**config.mk**
```make
export PLATFORM = sky130hd
export DESIGN_NAME = flash_status_reg
export DESIGN_NICKNAME = d
export VERILOG_FILES = /design/src/rtl/fsr_pkg.sv /design/src/rtl/fsr_err_flags.sv /design/src/rtl/fsr_susp_track.sv /design/src/rtl/fsr_read_latch.sv /design/src/rtl/flash_status_reg.sv
export SDC_FILE = /design/constraint.sdc
export NUM_CORES = 1
export LEC_CHECK = 0
export BUFFER_PORTS_ARGS = -buffer_cell sky130_fd_sc_hd__buf_2
export CORE_MARGIN = 2
export CORE_UTILIZATION = 50
export DETAILED_ROUTE_END_ITERATION = 10
export PLACE_DENSITY = 0.85
export SYNTH_ARGS = -nofsm -noshare
export SYNTH_HDL_FRONTEND = slang
export SYNTH_SLANG_ARGS = --single-unit
```
**constraint.sdc**
```tcl
create_clock -name clk_i -period 2.85 [get_ports clk_i]
set_input_delay 0.57 -clock clk_i [delete_from_list [all_inputs] [get_ports clk_i]]
set_output_delay 0.57 -clock clk_i [all_outputs]
set_load 0.05 [all_outputs]
```
**src/rtl/fsr_pkg.sv**
```systemverilog
package fsr_pkg;
  localparam int STAT_W    = 8;
  localparam int NUM_ERR   = 4;
  localparam int BIT_READY = 7;
  localparam int BIT_ESUS  = 6;
  localparam int BIT_PSUS  = 2;
  localparam int BIT_OBANK = 0;
  // event index -> status bit: erase, program, supply, protect
  localparam int ERR_POS [NUM_ERR] = '{5, 4, 3, 1};
  localparam logic [STAT_W-1:0] STAT_RST = 8'h80;

  typedef enum logic [1:0] {
    SUS_IDLE,
    SUS_RUN,
    SUS_PEND,
    SUS_HOLD
  } sus_state_e;
endpackage

```
**src/rtl/fsr_err_flags.sv**
```systemverilog
module fsr_err_flags #(
  parameter int N = 4
) (
  input  logic         clk_i,
  input  logic         rst_ni,
  input  logic [N-1:0] evt_i,
  input  logic         clr_i,
  input  logic         pe_cmd_i,
  output logic [N-1:0] flags_o,
  output logic         reject_o
);
  logic [N-1:0] flags_q;
  logic         reject_q;

  for (genvar g = 0; g < N; g++) begin : g_flag
    always_ff @(posedge clk_i or negedge rst_ni) begin
      if (!rst_ni) flags_q[g] <= 1'b0;
      else         flags_q[g] <= (flags_q[g] & ~clr_i) | evt_i[g];
    end

    assert_sticky_R6: assert property (@(posedge clk_i) disable iff (!rst_ni)
      (flags_q[g] && !clr_i) |=> flags_o[g]);
    assert_own_bit_R6: assert property (@(posedge clk_i) disable iff (!rst_ni)
      (!flags_q[g] && !evt_i[g]) |=> !flags_o[g]);
  end

  always_ff @(posedge clk_i or negedge rst_ni) begin
    if (!rst_ni) reject_q <= 1'b0;
    else         reject_q <= pe_cmd_i & (|flags_q);
  end

  assign flags_o  = flags_q;
  assign reject_o = reject_q;

  assert_clear_R7: assert property (@(posedge clk_i) disable iff (!rst_ni)
    (clr_i && evt_i == '0) |=> flags_o == '0);
  assert_reject_R8: assert property (@(posedge clk_i) disable iff (!rst_ni)
    (pe_cmd_i && flags_o != '0) |=> reject_o);
  assert_reject_keep_R8: assert property (@(posedge clk_i) disable iff (!rst_ni)
    (pe_cmd_i && !clr_i && evt_i == '0) |=> $stable(flags_o));
endmodule

```
**src/rtl/fsr_susp_track.sv**
```systemverilog
module fsr_susp_track
  import fsr_pkg::*;
(
  input  logic clk_i,
  input  logic rst_ni,
  input  logic busy_i,
  input  logic paused_i,
  input  logic op_erase_i,
  input  logic suspend_i,
  input  logic resume_i,
  output logic ready_o,
  output logic esus_o,
  output logic psus_o,
  output logic op_active_o
);
  sus_state_e state_q, state_d;
  logic       erase_q;

  always_comb begin
    state_d = state_q;
    unique case (state_q)
      SUS_IDLE: if (busy_i) state_d = SUS_RUN;
      SUS_RUN: begin
        if (suspend_i)    state_d = SUS_PEND;
        else if (!busy_i) state_d = SUS_IDLE;
      end
      SUS_PEND: begin
        if (paused_i)     state_d = SUS_HOLD;
        else if (!busy_i) state_d = SUS_IDLE; // finished inside suspend latency
      end
      SUS_HOLD: if (resume_i) state_d = SUS_RUN;
      default: state_d = SUS_IDLE;
    endcase
  end

  always_ff @(posedge clk_i or negedge rst_ni) begin
    if (!rst_ni) begin
      state_q <= SUS_IDLE;
      erase_q <= 1'b0;
    end else begin
      state_q <= state_d;
      if (state_q == SUS_IDLE && busy_i) erase_q <= op_erase_i;
    end
  end

  assign ready_o     = (state_q == SUS_IDLE) || (state_q == SUS_HOLD);
  assign esus_o      = (state_q == SUS_HOLD) && erase_q;
  assign psus_o      = (state_q == SUS_HOLD) && !erase_q;
  assign op_active_o = !ready_o;

  assert_pend_busy_R3: assert property (@(posedge clk_i) disable iff (!rst_ni)
    (state_q == SUS_PEND && !paused_i && busy_i) |=> !ready_o);
  assert_resume_R4: assert property (@(posedge clk_i) disable iff (!rst_ni)
    (state_q == SUS_HOLD && resume_i) |=> (!esus_o && !psus_o && !ready_o));
  assert_late_R5: assert property (@(posedge clk_i) disable iff (!rst_ni)
    (state_q == SUS_PEND && !paused_i && !busy_i) |=> (ready_o && !esus_o && !psus_o));
  assert_excl: assert property (@(posedge clk_i) disable iff (!rst_ni)
    $onehot0({esus_o, psus_o}));
endmodule

```
**src/rtl/fsr_read_latch.sv**
```systemverilog
module fsr_read_latch #(
  parameter int                W       = 8,
  parameter logic [W-1:0]      RST_VAL = '0
) (
  input  logic         clk_i,
  input  logic         rst_ni,
  input  logic         ce_ni,
  input  logic         oe_ni,
  input  logic [W-1:0] live_i,
  output logic [W-1:0] status_o
);
  logic         active, active_q;
  logic [W-1:0] status_q;

  assign active = !ce_ni && !oe_ni;

  // track live byte until a read is under way; first active clock captures
  always_ff @(posedge clk_i or negedge rst_ni) begin
    if (!rst_ni) begin
      active_q <= 1'b0;
      status_q <= RST_VAL;
    end else begin
      active_q <= active;
      if (!active_q) status_q <= live_i;
    end
  end

  assign status_o = status_q;

  assert_freeze_R9: assert property (@(posedge clk_i) disable iff (!rst_ni)
    (active_q && active) |=> $stable(status_o));
  assert_track_R9: assert property (@(posedge clk_i) disable iff (!rst_ni)
    !active_q |=> status_o == $past(live_i));
endmodule

```
**src/rtl/flash_status_reg.sv**
```systemverilog
module flash_status_reg
  import fsr_pkg::*;
(
  input  logic              clk_i,
  input  logic              rst_ni,
  input  logic              pec_busy_i,
  input  logic              pec_paused_i,
  input  logic              op_erase_i,
  input  logic              cmd_suspend_i,
  input  logic              cmd_resume_i,
  input  logic              cmd_clear_i,
  input  logic              cmd_read_status_i,
  input  logic              cmd_read_array_i,
  input  logic              cmd_prog_erase_i,
  input  logic [NUM_ERR-1:0] err_evt_i,
  input  logic              other_bank_busy_i,
  input  logic              ce_ni,
  input  logic              oe_ni,
  input  logic              burst_i,
  output logic [STAT_W-1:0] status_o,
  output logic              status_sel_o,
  output logic              cmd_reject_o
);
  logic [NUM_ERR-1:0] flags;
  logic               ready, esus, psus, op_active;
  logic               obank_q, rs_mode_q;
  logic [STAT_W-1:0]  live;

  fsr_err_flags #(.N(NUM_ERR)) u_err (
    .clk_i    (clk_i),
    .rst_ni   (rst_ni),
    .evt_i    (err_evt_i),
    .clr_i    (cmd_clear_i),
    .pe_cmd_i (cmd_prog_erase_i),
    .flags_o  (flags),
    .reject_o (cmd_reject_o)
  );

  fsr_susp_track u_sus (
    .clk_i       (clk_i),
    .rst_ni      (rst_ni),
    .busy_i      (pec_busy_i),
    .paused_i    (pec_paused_i),
    .op_erase_i  (op_erase_i),
    .suspend_i   (cmd_suspend_i),
    .resume_i    (cmd_resume_i),
    .ready_o     (ready),
    .esus_o      (esus),
    .psus_o      (psus),
    .op_active_o (op_active)
  );

  always_ff @(posedge clk_i or negedge rst_ni) begin
    if (!rst_ni) begin
      obank_q   <= 1'b0;
      rs_mode_q <= 1'b0;
    end else begin
      obank_q <= other_bank_busy_i;
      if (cmd_read_status_i)     rs_mode_q <= 1'b1;
      else if (cmd_read_array_i) rs_mode_q <= 1'b0;
    end
  end

  always_comb begin
    live            = '0;
    live[BIT_READY] = ready;
    live[BIT_ESUS]  = esus;
    live[BIT_PSUS]  = psus;
    live[BIT_OBANK] = obank_q;
    for (int i = 0; i < NUM_ERR; i++) live[ERR_POS[i]] = flags[i];
  end

  fsr_read_latch #(.W(STAT_W), .RST_VAL(STAT_RST)) u_rd (
    .clk_i    (clk_i),
    .rst_ni   (rst_ni),
    .ce_ni    (ce_ni),
    .oe_ni    (oe_ni),
    .live_i   (live),
    .status_o (status_o)
  );

  assign status_sel_o = !burst_i && (rs_mode_q || op_active);

  always_comb begin
    if (rst_ni && burst_i) assert_no_burst_R10: assert (!status_sel_o);
  end

  assert_busy_sel_R10: assert property (@(posedge clk_i) disable iff (!rst_ni)
    (!ready && !burst_i) |-> status_sel_o);
endmodule

```
==> summary.md, run 1 <==
| Metric | Value |
|---|---|
| Post-CTS setup buffers | 0 |
| Final wirelength | 1.48 mm |
| Post_cts resized | 0 |
| Logic pwr share | 36.5% |
| Final setup TNS | 0 ns |
| DRT iter0 DRCs | 6 |
| CTS tree | yes |
| CP Launch Type | flop |
| Final Setup Violations | 0 |
| Avg WL per Cell | 13.3 um |
| Pin count of the biggest net entering global routing | 20 |
| Largest delay contributor family on the critical path | flip-flops |
| Warning count from the yosys run | 0 |
| Clock share of power | 17.4% |
| Synthesized area | 810 um2 |
| P_leak | 0.491 nW |
| Initial Util | 53.7% |
| Commonest non-fill, non-tap cell in the layout | buf_2 |
| Global-route wire length before repair | 2.39 mm |
| Final Net Count | 119 |
| Status | completed |
| Die height | 44.2 um |
| Number of antenna violations at the first check in global routing | 0 |
| Max-slew violations | 0 |
| Worst setup EP type | output pin |
| # hold bufs at CTS | 0 |
| Net Sw Frac | 37.4% |
| Critical path buffer and inverter count | 2 |
| Worst slew pin tran | 0.398 ns |
| RSZ-0062 raised after global routing | no |
| Sw Pwr | 0.000285 W |
| Int Power | 0.000477 W |
| CP max stage cell | dfrtp_1 |
| Maximum vdd drop | 0.420 mV |
| Seq cells post-synth | 19 |
| Cells on worst reg2reg path | 5 |
| Clock Skew | 0.00273 ns |
| Worst EP required | 2.28 ns |
| Worst path max stage delay | 0.41 ns |
| CTS clk-pin slew, worst paths | 0.10 ns |
| Clock root cell | clkbuf_4 |
| Core Rows | 14 |
| Cell repeated most along the worst path | nor2_1 |
| DRT antenna net count | 0 |
| Adder-cell share of the synthesized area | 6.18% |
| Final worst-path cycle share | 74.2% |
| N_diodes | 0 |
| Design Power | 0.000762 W |
| Number of global-route vias before repair | 546 |
| Total clock sinks | 19 |
| Final Critical Period | 2.11 ns |
| Max cap viols | 0 |
| Largest family of logic cells by synthesized area | compound AO/OA/AOI/OAI gates |
| Simple-Gate Fraction of Synth Area | 9.74% |
| GRT Residual Overflow | 0 |
| CTS H-Tree Depth | 1 |
| Critical path class | flop to output pin |
| Die W | 44.2 um |
| All-Layer GR Usage | 17.6% |
| Worst hold path class | input port to asynchronous set/reset pin |
| Worst Path Max Fanout | 4 |
| Sequential fraction of the synthesis area | 58.9% |
| R2r setup slk | 1.50 ns |
| Detailed-route via count | 590 |
| CORE AREA | 0.00151 mm2 |
| DIE AREA | 0.00196 mm2 |
| Post-synth cell types | 19 |
| FMAX | 0.473 GHz |
| Cell chain of the critical path | inv_1 -> ha_1 -> nor2_1 -> nor2_1 -> buf_2 |
| Compound-Gate Fraction of Synth Area | 14.4% |
| Synth Area in XOR/XNOR | 0% |
| DRC violations left | 0 |
| Final Hold Fails | 0 |
| CTS buffer count | 3 |
| GPL Wtd Cong | 0.793 |
| Seq pwr share | 46.1% |
| Worst-Skew Late Latency | 0.29 ns |
| Maximum clock insertion buffer count | 2 |
| Commonest non-fill, non-tap cells in the layout | 28 x buf_2, 18 x dfrtp_1, 6 x mux2_2, 6 x nand2_1 |
| Mux contribution to synthesized area | 8.35% |
| Vias/cell | 5.32 |
| Slew HR | 73.5% |
| Share of cells above drive strength 1 | 43.2% |
| Critical Path Stages | 5 |
| Area grow syn2layout | 22.6% |
| Number of iterations in the first detailed-routing pass | 4 |
| Power Density | 768 mW/mm2 |
| WP data arrival | 1.54 ns |
| Syn_nets | 87 |
| I/O pins | 29 |
| Synthesized area per cell | 12.6 um2 |
| Mapped Cells | 64 |
| I/O Buffers | 28 |
-- worst reg2reg max path: stages (launching register included) --
cell and delay, ns:
dfrtp_1 0.41, inv_1 0.10, ha_1 0.23, nor2b_4 0.14
o32ai_1 0.26, o2bb2ai_1 0.15
-- registers in the layout, summed over array words and instances, names as in the netlist --
name	flops
obank_q	1
rs_mode_q	1
u_err.flags_o	4
u_err.reject_o	1
u_rd.active_q	1
u_rd.status_o	8
u_sus.erase_q	1
u_sus.state_q	2
-- synth_stat cells --
library cell	count	share of area, %
a21o_1	5	4.6
nor2b_4	2	3.4
ha_1	4	6.2
buf_2	1	0.62
a22oi_1	1	0.93
o311ai_1	1	1.1
or2b_1	1	0.93
o21ai_0	5	3.1
a211o_1	1	1.1
nor2b_1	1	0.77
mux2_2	6	8.3
dfstp_2	1	3.2
o2bb2ai_1	1	1.1
o32ai_1	1	1.1
o41a_1	1	1.4
nor2_1	4	1.9
inv_1	4	1.9
nand2_1	6	2.8
dfrtp_1	18	56
-- stage by stage --
stage	area [um2]	utilization [%]	cells	hold WS [ns]	worst slack, ns
after detailed placement	965	64.0	107	0.482	1.08
final	992	65.9	111	0.183	0.736
after CTS	992	65.9	111	0.197	0.731
after global routing	992	65.9	111	0.215	0.645
after global placement	965	64.0	107	0.463	1.13
after floorplan	810	-	64	0.274	0.835
-- worst paths after layout --
kind                                   start          endpoint
setup / recovery            u_sus.state_q[0]      status_sel_o
hold / removal                        rst_ni           obank_q
setup reg to reg            u_sus.state_q[0]  u_sus.state_q[1]
hold reg to reg             u_rd.status_o[2]  u_rd.status_o[2]
max in group asynchronous             rst_ni  u_rd.status_o[7]
min in group clk_i         other_bank_busy_i           obank_q
-- layer usage --
metal  up-vias  wire (um)  GRT usage [%]
li1        286          -              -
met1       279        587           19.6
met2        21        797           32.4
met3         4         65           2.45
met4         0         26           9.09
met5         -          0              0
-- power by group through the flow --
stage	clock network, W	logic [W]	registers (W)
after global placement	0	0.000269	0.000352
after floorplan	0	0.000140	0.000420
final	0.000133	0.000278	0.000351
after CTS	0.000135	0.000279	0.000351
after global routing	0.000143	0.000301	0.000360
after detailed placement	0	0.000277	0.000357
-- area by class of cell --
class,count,area (um2)
Clock buffer,3,22.5
Clock inverter,1,5.00
Fill cell,120,514
Inverter,4,15.0
Multi-Input combinational cell,40,313
Sequential cell,19,477
Tap cell,16,20.0
Timing Repair Buffer,28,140
-- kinds of logic (layout without fill, tap and decap cells) --
family | after synthesis | count (layout)
buf+inv | 5 | 36
fa+ha+maj | 4 | 4
flops | 19 | 19
simple gates | 14 | 14
mux | 6 | 6
compound gates | 16 | 16
Note: power is estimated with default switching activity, not from simulation.
==> run 2: changes to the inputs <==
Settings changed: CORE_UTILIZATION 50 to 42, PLACE_DENSITY 0.85 to 0.77.
Clock period 2.85 ns to 1.7 ns, I/O delays scaled along.
==> run 2 against run 1 <==
  * Flip-flop and latch count unchanged
  * Sequential share of layout area down 5.1 points
  * Setup slack worse by 0.70 ns
  * Clock skew up 0.0020 ns
  * Clock power up 65%
  * Combinational power rose to 2.5 times the previous value
  * Count of clock-buffer cells in the layout unchanged
  * First-iteration DRC count rose to 3.2 times the previous value
  * Worst hold slack worse by 0.026 ns
  * Critical path depth unchanged
  * Largest power group is now combinational logic
==> summary.md, run 2 (synthesis results as in run 1) <==
| Metric | Value |
|---|---|
| Status | completed |
| Max-slew violations | 0 (unchanged) |
| Worst path max stage delay | 0.39 ns (-0.02 ns) |
| RR Startpoint | u_sus.state_q[1] |
| Number of antenna violations at the first check in global routing | 0 (unchanged) |
| Clock Skew | 0.00471 ns (+0.00198 ns) |
| Max cap viols | 0 (unchanged) |
| Vias/cell | 5.02 (-5.6%) |
| DRT antenna net count | 0 (unchanged) |
| Power Density | 1350 mW/mm2 (+76%) |
| Number of iterations in the first detailed-routing pass | 4 (unchanged) |
| All-Layer GR Usage | 14.9% (-2.7 points) |
| Final WS setup | 0.0313 ns (-0.704 ns) |
| Maximum clock insertion buffer count | 2 (unchanged) |
| Commonest non-fill, non-tap cell in the layout | buf_2 |
| CTS buffer count | 3 (unchanged) |
| R2R Path End | u_sus.state_q[1] |
| Final Net Count | 129 (+8.4%) |
| Worst-Skew Late Latency | 0.29 ns (about the same) |
| CTS H-Tree Depth | 1 (unchanged) |
| Pin count of the biggest net entering global routing | 20 (unchanged) |
| Total clock sinks | 19 (unchanged) |
| P_leak | 0.541 nW (+10%) |
| Min-Delay Startpoint | other_bank_busy_i |
| DRT iter0 DRCs | 19 (+13) |
| Maximum vdd drop | 0.841 mV (+100%) |
| CTS clk-pin slew, worst paths | 0.10 ns (about the same) |
| Core Rows | 15 (+1) |
| Final worst-path cycle share | 98.2% |
| GRT Residual Overflow | 0 (unchanged) |
| Largest delay contributor family on the critical path | flip-flops |
| I/O pins | 29 (unchanged) |
| Worst Hold Endpoint | obank_q |
| Die height | 47.9 um (+8.3%) |
| DRC violations left | 0 (unchanged) |
| Final wirelength | 1.59 mm (+7.7%) |
| N_diodes | 0 (unchanged) |
| Detailed placement HPWL | 1.12 mm |
| Critical path class | flop to output pin |
| Filler cell count | 159 (+33%) |
| Number of global-route vias before repair | 558 (+2.2%) |
| Pre-CTS WS | 0.141 ns (-0.935 ns) |
| Max reg flops | 8 (unchanged) |
| Die W | 47.9 um (+8.3%) |
| Non-Filler Instances | 130 (+17%) |
| Area grow syn2layout | 37.1% |
| Post-layout util | 62.9% (-3.0 points) |
| Final Setup Violations | 0 (unchanged) |
| DP Cell Count | 116 (+8.4%) |
| DIE AREA | 0.00229 mm2 (+17%) |
| Avg WL per Cell | 12.2 um (-8.1%) |
| Clock root cell | clkbuf_4 |
| Worst Path Max Fanout | 3 (-1) |
| Detailed-route via count | 652 (+11%) |
| R2r setup slk | 0.09 ns (-1.41 ns) |
| Sequential cell area | 477 um2 (unchanged) |
| WP data arrival | 1.33 ns (-0.21 ns) |
| Design Power | 0.00150 W (+97%) |
| Commonest non-fill, non-tap cells in the layout | 27 x buf_2, 18 x dfrtp_1, 9 x buf_4 |
| FMAX | 0.599 GHz |
| Hold Path Cell Cnt | 1 |
| CTS tree | yes |
| Worst slew pin tran | 0.395 ns (-0.00274 ns) |
| Worst hold path class | input port to flop |
| Area of the multi-input gates | 335 um2 (+7.2%) |
| GPL Wtd Cong | 0.807 (+1.7%) |
| CP Launch Type | flop |
| I/O Buffers | 28 (unchanged) |
| Slew HR | 73.6% (+0.18 points) |
| Global-route wire length before repair | 2.33 mm (-2.9%) |
| Final Critical Period | 1.67 ns |
| Final Hold Fails | 0 (unchanged) |
| Cells on worst reg2reg path | 6 (+1) |
| Initial Util | 45.9% (-7.9 points) |
| CORE AREA | 0.00176 mm2 (+17%) |
| Worst EP required | 1.36 ns (-0.92 ns) |
| Worst setup EP type | output pin |
| Cell chain of the critical path | inv_2 -> ha_4 -> nor2_4 -> nor2_2 -> buf_6 |
| CP max stage cell | dfrtp_1 |
| Critical path buffer and inverter count | 2 (unchanged) |
| Share of cells above drive strength 1 | 52.4% (+9.2 points) |
## run 2: layout make-up
cell class / instances / area share [%]
Timing Repair Buffer: 38 / 20.2
Inverter: 4 / 1.35
Sequential cell: 19 / 43.0
Clock buffer: 3 / 2.03
Multi-Input combinational cell: 40 / 30.2
Clock inverter: 1 / 0.451
Tap cell: 25 / 2.82
## run 2: report_power, final
group          leakage [nW]  total (W)  internal, W  switching (W)
combinational         0.303   0.000700     0.000336       0.000364
clock                0.0177   0.000220    0.0000875       0.000133
sequential            0.220   0.000582     0.000535      0.0000467
total                 0.541    0.00150     0.000959       0.000544
## run 2: repair_timing
| item | 4_1_cts | 5_1_grt |
|---|---|---|
| setup buffers | 3 | 6 |
| hold endpoints to repair | 18 | 0 |
| gates resized for setup | 5 | 2 |
| hold buffers | 1 | 0 |
| pin swaps | 0 | 1 |
| endpoints found under the setup margin | 1 | 1 |
## run 2: per-stage QoR
step	cell area (um2)	TNS, ns	hold WS, ns
floorplan	812	0	0.0444
global placement	978	0	0.287
detailed placement	978	0	0.290
CTS	1060	0	0.155
global route	1110	-0.0401	0.144
finish	1110	0	0.157
## run 2: how the worst max path moves through the flow
stage	endpoint	cells past startpoint	start	slack, ns
CTS	status_sel_o	5	u_sus.state_q[0]	0.008
floorplan	status_sel_o	4	u_sus.state_q[0]	0.14
global placement	status_sel_o	5	u_sus.state_q[0]	0.20
detailed placement	status_sel_o	5	u_sus.state_q[0]	0.14
finish	status_sel_o	5	u_sus.state_q[1]	0.03
global route	u_sus.state_q[1]	6	u_sus.state_q[1]	-0.02
## run 2: layer usage
layer / part of all wire, % / global-route usage, % / wire, um
met5: 0 / 0 / 0
met4: 2.0 / 6.49 / 32
met3: 6.2 / 3.40 / 98
met2: 53 / 25.3 / 842
met1: 39 / 18.1 / 616
